### config.mk
export PLATFORM = sky130hd
export DESIGN_NAME = banked_sp_select
export DESIGN_NICKNAME = d
export VERILOG_FILES = /design/src/rtl/spsel_pkg.sv /design/src/rtl/bsp_ctrl.sv /design/src/rtl/bsp_datapath.sv /design/src/rtl/banked_sp_select.sv
export SDC_FILE = /design/constraint.sdc
export NUM_CORES = 1
export LEC_CHECK = 0
export BUFFER_PORTS_ARGS = -buffer_cell sky130_fd_sc_hd__buf_2
export CAP_MARGIN = 10
export CORE_AREA = 2 2 214 164
export DETAILED_ROUTE_END_ITERATION = 8
export DIE_AREA = 0 0 216 166
export PLACE_DENSITY = 0.68
export SETUP_SLACK_MARGIN = 0.3
export SYNTH_ARGS = -nofsm -noshare
export SYNTH_HDL_FRONTEND = slang
export SYNTH_SLANG_ARGS = --single-unit
### constraint.sdc
create_clock -name clk -period 5.3 [get_ports clk]
set_input_delay 1.325 -clock clk [delete_from_list [all_inputs] [get_ports clk]]
set_output_delay 1.325 -clock clk [all_outputs]
set_load 0.01 [all_outputs]
### src/rtl/spsel_pkg.sv
package spsel_pkg;

  localparam int XLEN = 64;
  localparam int NUM_LEVELS = 4;
  localparam int LVL_W = $clog2(NUM_LEVELS);

  // register-form encoding
  localparam logic [1:0] REG_OP0 = 2'b11;
  localparam logic [2:0] REG_OP1 = 3'b000;
  localparam logic [3:0] REG_CRN = 4'b0100;
  localparam logic [3:0] REG_CRM = 4'b0010;
  localparam logic [2:0] REG_OP2 = 3'b000;

  // immediate-form encoding (CRm carries the value)
  localparam logic [1:0] IMM_OP0 = 2'b00;
  localparam logic [2:0] IMM_OP1 = 3'b000;
  localparam logic [3:0] IMM_CRN = 4'b0100;
  localparam logic [2:0] IMM_OP2 = 3'b101;

  typedef struct packed {
    logic selWrEn;
    logic selWrVal;
    logic rdEn;
  } selStrobe_t;

endpackage

### src/rtl/bsp_ctrl.sv
module bsp_ctrl
  import spsel_pkg::*;
#(
  parameter int LW = LVL_W
) (
  input  logic          reqValid,
  input  logic          reqWrite,
  input  logic [1:0]    reqOp0,
  input  logic [2:0]    reqOp1,
  input  logic [3:0]    reqCrn,
  input  logic [3:0]    reqCrm,
  input  logic [2:0]    reqOp2,
  input  logic          wrBit0,
  input  logic [LW-1:0] curLevel,
  output selStrobe_t    strobe,
  output logic          undefAcc
);

  logic regHit;
  logic immHit;
  logic anyHit;
  logic privOk;

  always_comb begin
    regHit = (reqOp0 == REG_OP0) && (reqOp1 == REG_OP1) && (reqCrn == REG_CRN)
          && (reqCrm == REG_CRM) && (reqOp2 == REG_OP2);
    immHit = reqWrite && (reqOp0 == IMM_OP0) && (reqOp1 == IMM_OP1)
          && (reqCrn == IMM_CRN) && (reqOp2 == IMM_OP2);
    anyHit = reqValid && (regHit || immHit);
    privOk = (curLevel != '0);

    undefAcc        = anyHit && !privOk;
    strobe.selWrEn  = anyHit && privOk && reqWrite;
    strobe.selWrVal = immHit ? reqCrm[0] : wrBit0;
    strobe.rdEn     = reqValid && regHit && !reqWrite && privOk;
  end

endmodule

### src/rtl/bsp_datapath.sv
module bsp_datapath
  import spsel_pkg::*;
#(
  parameter int DW = XLEN,
  parameter int NL = NUM_LEVELS,
  parameter int LW = LVL_W
) (
  input  logic          clk,
  input  logic          rstN,
  input  selStrobe_t    strobe,
  input  logic [LW-1:0] curLevel,
  input  logic          spWrEn,
  input  logic [DW-1:0] spWrData,
  output logic [DW-1:0] rdData,
  output logic          selBit,
  output logic [LW-1:0] activeBank,
  output logic [DW-1:0] spRdData
);

  logic [DW-1:0] spBank [NL];

  always_ff @(posedge clk or negedge rstN) begin
    if (!rstN) selBit <= 1'b1;
    else if (strobe.selWrEn) selBit <= strobe.selWrVal;
  end

  always_comb begin
    activeBank = selBit ? curLevel : '0;
    rdData     = strobe.rdEn ? {{(DW-1){1'b0}}, selBit} : '0;
    spRdData   = spBank[activeBank];
  end

  for (genvar g = 0; g < NL; g++) begin : gBank
    always_ff @(posedge clk or negedge rstN) begin
      if (!rstN) spBank[g] <= '0;
      else if (spWrEn && (activeBank == LW'(g))) spBank[g] <= spWrData;
    end
  end

endmodule

### src/rtl/banked_sp_select.sv
module banked_sp_select
  import spsel_pkg::*;
(
  input  logic             clk,
  input  logic             rstN,
  input  logic [LVL_W-1:0] curLevel,
  input  logic             reqValid,
  input  logic             reqWrite,
  input  logic [1:0]       reqOp0,
  input  logic [2:0]       reqOp1,
  input  logic [3:0]       reqCrn,
  input  logic [3:0]       reqCrm,
  input  logic [2:0]       reqOp2,
  input  logic [XLEN-1:0]  wrData,
  output logic [XLEN-1:0]  rdData,
  output logic             undefAcc,
  output logic [LVL_W-1:0] activeBank,
  input  logic             spWrEn,
  input  logic [XLEN-1:0]  spWrData,
  output logic [XLEN-1:0]  spRdData
);

  selStrobe_t strobe;
  logic       selBit;
  logic       unusedWrBits;

  assign unusedWrBits = ^wrData[XLEN-1:1];

  bsp_ctrl #(.LW(LVL_W)) u_ctrl (
    .reqValid (reqValid),
    .reqWrite (reqWrite),
    .reqOp0   (reqOp0),
    .reqOp1   (reqOp1),
    .reqCrn   (reqCrn),
    .reqCrm   (reqCrm),
    .reqOp2   (reqOp2),
    .wrBit0   (wrData[0]),
    .curLevel (curLevel),
    .strobe   (strobe),
    .undefAcc (undefAcc)
  );

  bsp_datapath #(.DW(XLEN), .NL(NUM_LEVELS), .LW(LVL_W)) u_dp (
    .clk        (clk),
    .rstN       (rstN),
    .strobe     (strobe),
    .curLevel   (curLevel),
    .spWrEn     (spWrEn),
    .spWrData   (spWrData),
    .rdData     (rdData),
    .selBit     (selBit),
    .activeBank (activeBank),
    .spRdData   (spRdData)
  );

endmodule

======== Yosys cells after proc, flatten, opt, wreduce, memory -nomap -nowiden ========
Index checks and enable logic that the tools add are counted.
word-level totals
  flip-flop bits (word level) ............. 257
  bits of input ports ..................... 151
  output and inout port bits .............. 131
  logic and storage cells ................. 47
cells by class
  $lt $le $gt $ge ......................... 1
  equal/unequal tests ..................... 7
  mux-type cells .......................... 6
  bitwise gates (word level) .............. 1
  reduce and logical (&&, ||, !) cells .... 27
operators by type and width
  operator                                        count
  binary-select mux 64 bit (select 2 bit)         1
  2-to-1 mux 64 bit                               2
  logical AND 1 bit                               19
  == test 2 bit (second input constant)           3
  logical NOT 3 bit                               2
  == test 4 x 2 -> 1 bit (second input constant)  1
  == test 4 x 3 -> 1 bit (second input constant)  1
  logical NOT 2 bit                               2
  == test 3 bit (second input constant)           1
  >= comparator 3 bit (second input constant)     1
  inverter 2 -> 3 bit                             1
  == test 2 x 1 -> 1 bit (second input constant)  1
  logical NOT 1 bit                               2
  2-to-1 mux 1 bit                                2
  2-to-1 mux 2 bit                                1
  nonzero test 2 bit                              1
  logical OR 1 bit                                1

======== Logic depth before layout (Yosys ltp) ========
  depth after elaboration ................. 9
  depth in mapped cells ................... 7
  mapped depth without buffers ............ 4

======== Modules after synthesis ========
A second synthesis with hierarchy kept.
second synthesis, totals
  cell total of the unflattened synthesis .. 930
  area, all modules ....................... 12494.5 µm²
by module, submodules not included
  module        instances  cells each  area an instance (µm²)  seq. area each (µm²)
  bsp_datapath  1          914         12371.9                 6432.4
  bsp_ctrl      1          16          122.6                   0.0

======== Least setup slack after synthesis ========
No wires, ideal clock.
  path kind ............................... input to output
  from .................................... input curLevel[0]
  to ...................................... output undefAcc
  data arrival time ....................... 2.484 ns
  data required time ...................... 3.975 ns
  setup slack ............................. 1.491 ns
  cell stages on the path ................. 4
  path buffers ............................ 3
  path through ............................ buf_2 -> buf_2 -> buf_4 -> a2111oi_0
on the way
  longest elaborated chain between the ends .. 3
ends and longest elaborated chain
  element             line                    text
  from (decl)         banked_sp_select.sv:6   input logic [LVL_W-1:0] curLevel,
  nonzero test 2 bit  bsp_ctrl.sv:30          privOk = (curLevel != '0);
  logical NOT 1 bit   bsp_ctrl.sv:32          undefAcc = anyHit && !privOk;
  logical AND 1 bit   bsp_ctrl.sv:32
  to (decl)           banked_sp_select.sv:16  output logic undefAcc,
No other way between the ends.

======== Final worst setup path ========
  from .................................... input curLevel[0]
  to ...................................... output spRdData[35]
on the way
  longest elaborated chain between the ends .. 5
ends and longest elaborated chain
  element                                                line                    text
  2-to-1 mux 2 bit                                       bsp_datapath.sv:28      activeBank = selBit ? curLevel : '0;
  inverter 2 -> 3 bit (implied by the code)              bsp_datapath.sv:30      spRdData = spBank[activeBank];
  binary-select mux 64 bit (select 2 bit)                bsp_datapath.sv:30
  2-to-1 mux 64 bit (implied by the code) (2 in series)  bsp_datapath.sv:30
  to (decl)                                              banked_sp_select.sv:20  output logic [XLEN-1:0] spRdData
No other way between the ends. The select of a mux whose other input is x is not followed.

==> results.cfg <==
[yosys]
seq_area_frac_synth_pct = 53.6
synth_top_area_share_pct = 53.4
ys_ff_latch = 257
avgSynthCellArea_um2 = 13.6
synth-main-ff-cell = dfrtp_1
synth_area_leaders = dfrtp_1 53%, mux2_2 17%, mux2_4 7.5%
ys.warnings.count = 0
synth_common_cells = 256 x dfrtp_1, 179 x mux2_2, 73 x buf_4, 60 x mux2_4, 42 x nand2_1
synth_top_cell_by_area = dfrtp_1
yosysMostFrequentCell = dfrtp_1
synth_async_sr_flop_share_pct = 100
synth_cells = 879
syn_area_um2 = 12000
synth_edf_count = 0
ys_types = 36

[floorplanning]
die_area_um2 = 35900
core-area_um2 = 34000
die_y_um = 166
ios = 282
die_w_um = 216
start_util_pct = 35.3
core.rowCount = 59

[placed_design]
port_buffers = 155
pre_cts_ws_ns = 0.710
dp_hpwl_mm = 17.2
gp_congestion = 0.709
placedCellCount = 1451
place_area_um2 = 13000

[detailed_routing]
vias_per_cell = 4.96
first_iter_violations = 358
drtAntennaViolNets = 0
first_pass_iters = 4
routed_wl_mm = 28.1
post_drt_wl_per_cell_um = 18.7
num_vias = 7449
drc = 0

[cts]
clk_pin_slew_worst_paths_ns = 0.06
insertion_delay_ns = 0.54
cts_sinks = 257
h-tree-depth = 1
holdBufCountCts = 0
cts_resized = 0
clockRootBuffer = clkbuf_16
cts_tree = built
cts_buffers = 28
clockBufferDepth = 3
cts_setup_buffers = 0

[hold_path]
holdPathStages = 1
hold_class = reg -> reg

[sta]
tightest_slew_ns = 1.09
final_max_slew_viol_count = 0
holdWs_ns = 0.493
setup_viol = 0
setup_ws_ns = 0.740
skew_ns = 0.00962
finalHoldViolations = 0
rsz0062_at_grt = false
relSlewSlack_pct = 27.0
fin_crit_ns = 4.56
fmax_mhz = 219
finalCritPeriodShare_pct = 86.0
tns_ns = 0

[global_route]
grt_max_degree = 140
grt_pass1_wl_mm = 44.6
antenna_found_initial = 3
grt_pass1_vias = 7826
grt_use_total_pct = 15.7
grt_overflow = 0

[critical_path]
reg2regPathDepth = 5
worstSetupEndpointType = output pin
worstPathArrival_ns = 3.24
crit_type = in -> out
cp_data_required_time_ns = 3.97
cp-start-kind = input pin
crit_fanout = 29

[pwr]
leakage_nw = 6.57
internal_power_mw = 4.14
peakVddDrop_mv = 0.231
pwr-share-seq_pct = 45.6
p_sw_share_pct = 25.1
p_switching_mw = 1.39
p_clk_share_pct = 36.8
combPwrFrac_pct = 17.6
power_mw = 5.53
p_per_area_nw_per_um2 = 396

[final_layout]
fin_cells = 1503
fin_nets = 1175
utilization_pct = 41.1
drive_above_1_share_pct = 44.5
design_area_um2 = 14000
syn2layout_area_growth_pct = 16.4

[run]
cap_violations = 0

[status]
status = complete, no violations
==> power groups by stage <==
stage | registers, mW | clock network (mW) | logic (mW)
2_1_floorplan | 2.50 | 0 | 0.723
3_3_place_gp | 2.53 | 0 | 0.960
3_5_place_dp | 2.55 | 0 | 0.989
4_1_cts | 2.52 | 2.10 | 0.992
5_1_grt | 2.56 | 2.19 | 1.07
6_report | 2.52 | 2.03 | 0.974
==> metal layers <==
layer	track usage, %	up-vias	wire [um]
li1	-	3356	-
met1	21.7	3837	13000
met2	25.3	206	12800
met3	3.57	48	1710
met4	3.42	2	565
met5	0	-	11
==> logic make-up (layout without fill, tap and decap cells) <==
logic type | count (synthesis) | in the layout | share of synthesized area (%)
mux | 282 | 282 | 28.1
buf+inv | 120 | 223 | 6.95
flops | 257 | 257 | 53.6
other cells | 1 | 65 | 0.0313
simple gates | 87 | 87 | 3.29
compound gates | 132 | 132 | 8.02
==> worst paths after layout <==
path / startpoint / end / slack, ns
min reg2reg: u_dp.spBank[203] / u_dp.spBank[203] / 0.49
max in group asynchronous: rstN / u_dp.spBank[248] / 3.80
max: curLevel[0] / spRdData[35] / 0.74
min: u_dp.spBank[203] / u_dp.spBank[203] / 0.49
max reg2reg: u_dp.selBit / u_dp.spBank[164] / 2.19
min in group asynchronous: rstN / u_dp.spBank[89] / 0.83
==> cell usage in the layout, fill, tap and decap left out, types with 2 or more instances in the layout <==
cell type,instances
buf_2,154
conb_1,63
mux2_1,18
clkbuf_8,9
nor2_4,2
diode_2,2
nor4_1,3
clkbuf_1,7
buf_12,5
dfrtp_1,256
mux2_4,60
a22o_1,23
o21ai_0,24
nor2_1,24
nand2b_1,2
nand2_4,4
clkbuf_16,29
mux2i_1,25
a221o_1,24
buf_4,12
bufinv_16,3
a22oi_1,34
nand4_1,2
mux2_2,179
nand2_1,42
clkinv_2,2
a21oi_1,24
==> worst max-delay path, stage by stage <==
cell and delay [ns]:
buf_2 0.13, buf_4 0.30, nand2b_1 0.16, nor2_4 0.38, buf_4 0.51, a22oi_1 0.16
nand2_1 0.09, buf_2 0.14
==> final cells by class <==
| cell class | count | area [um2] |
|---|---|---|
| fillers | 3187 | 20000 |
| diodes | 2 | 5.00 |
| clock inverters | 5 | 100 |
| multi-input cells | 564 | 5000 |
| flip-flops and latches | 257 | 6430 |
| clock buffers | 45 | 876 |
| inverters | 1 | 3.75 |
| repair buffers | 172 | 976 |
| well taps | 457 | 572 |
==> registers in the layout (all words and copies together) (netlist names) <==
name and cells:
u_dp.selBit 1, u_dp.spBank 256
Note: power is estimated with default switching activity, not from simulation.
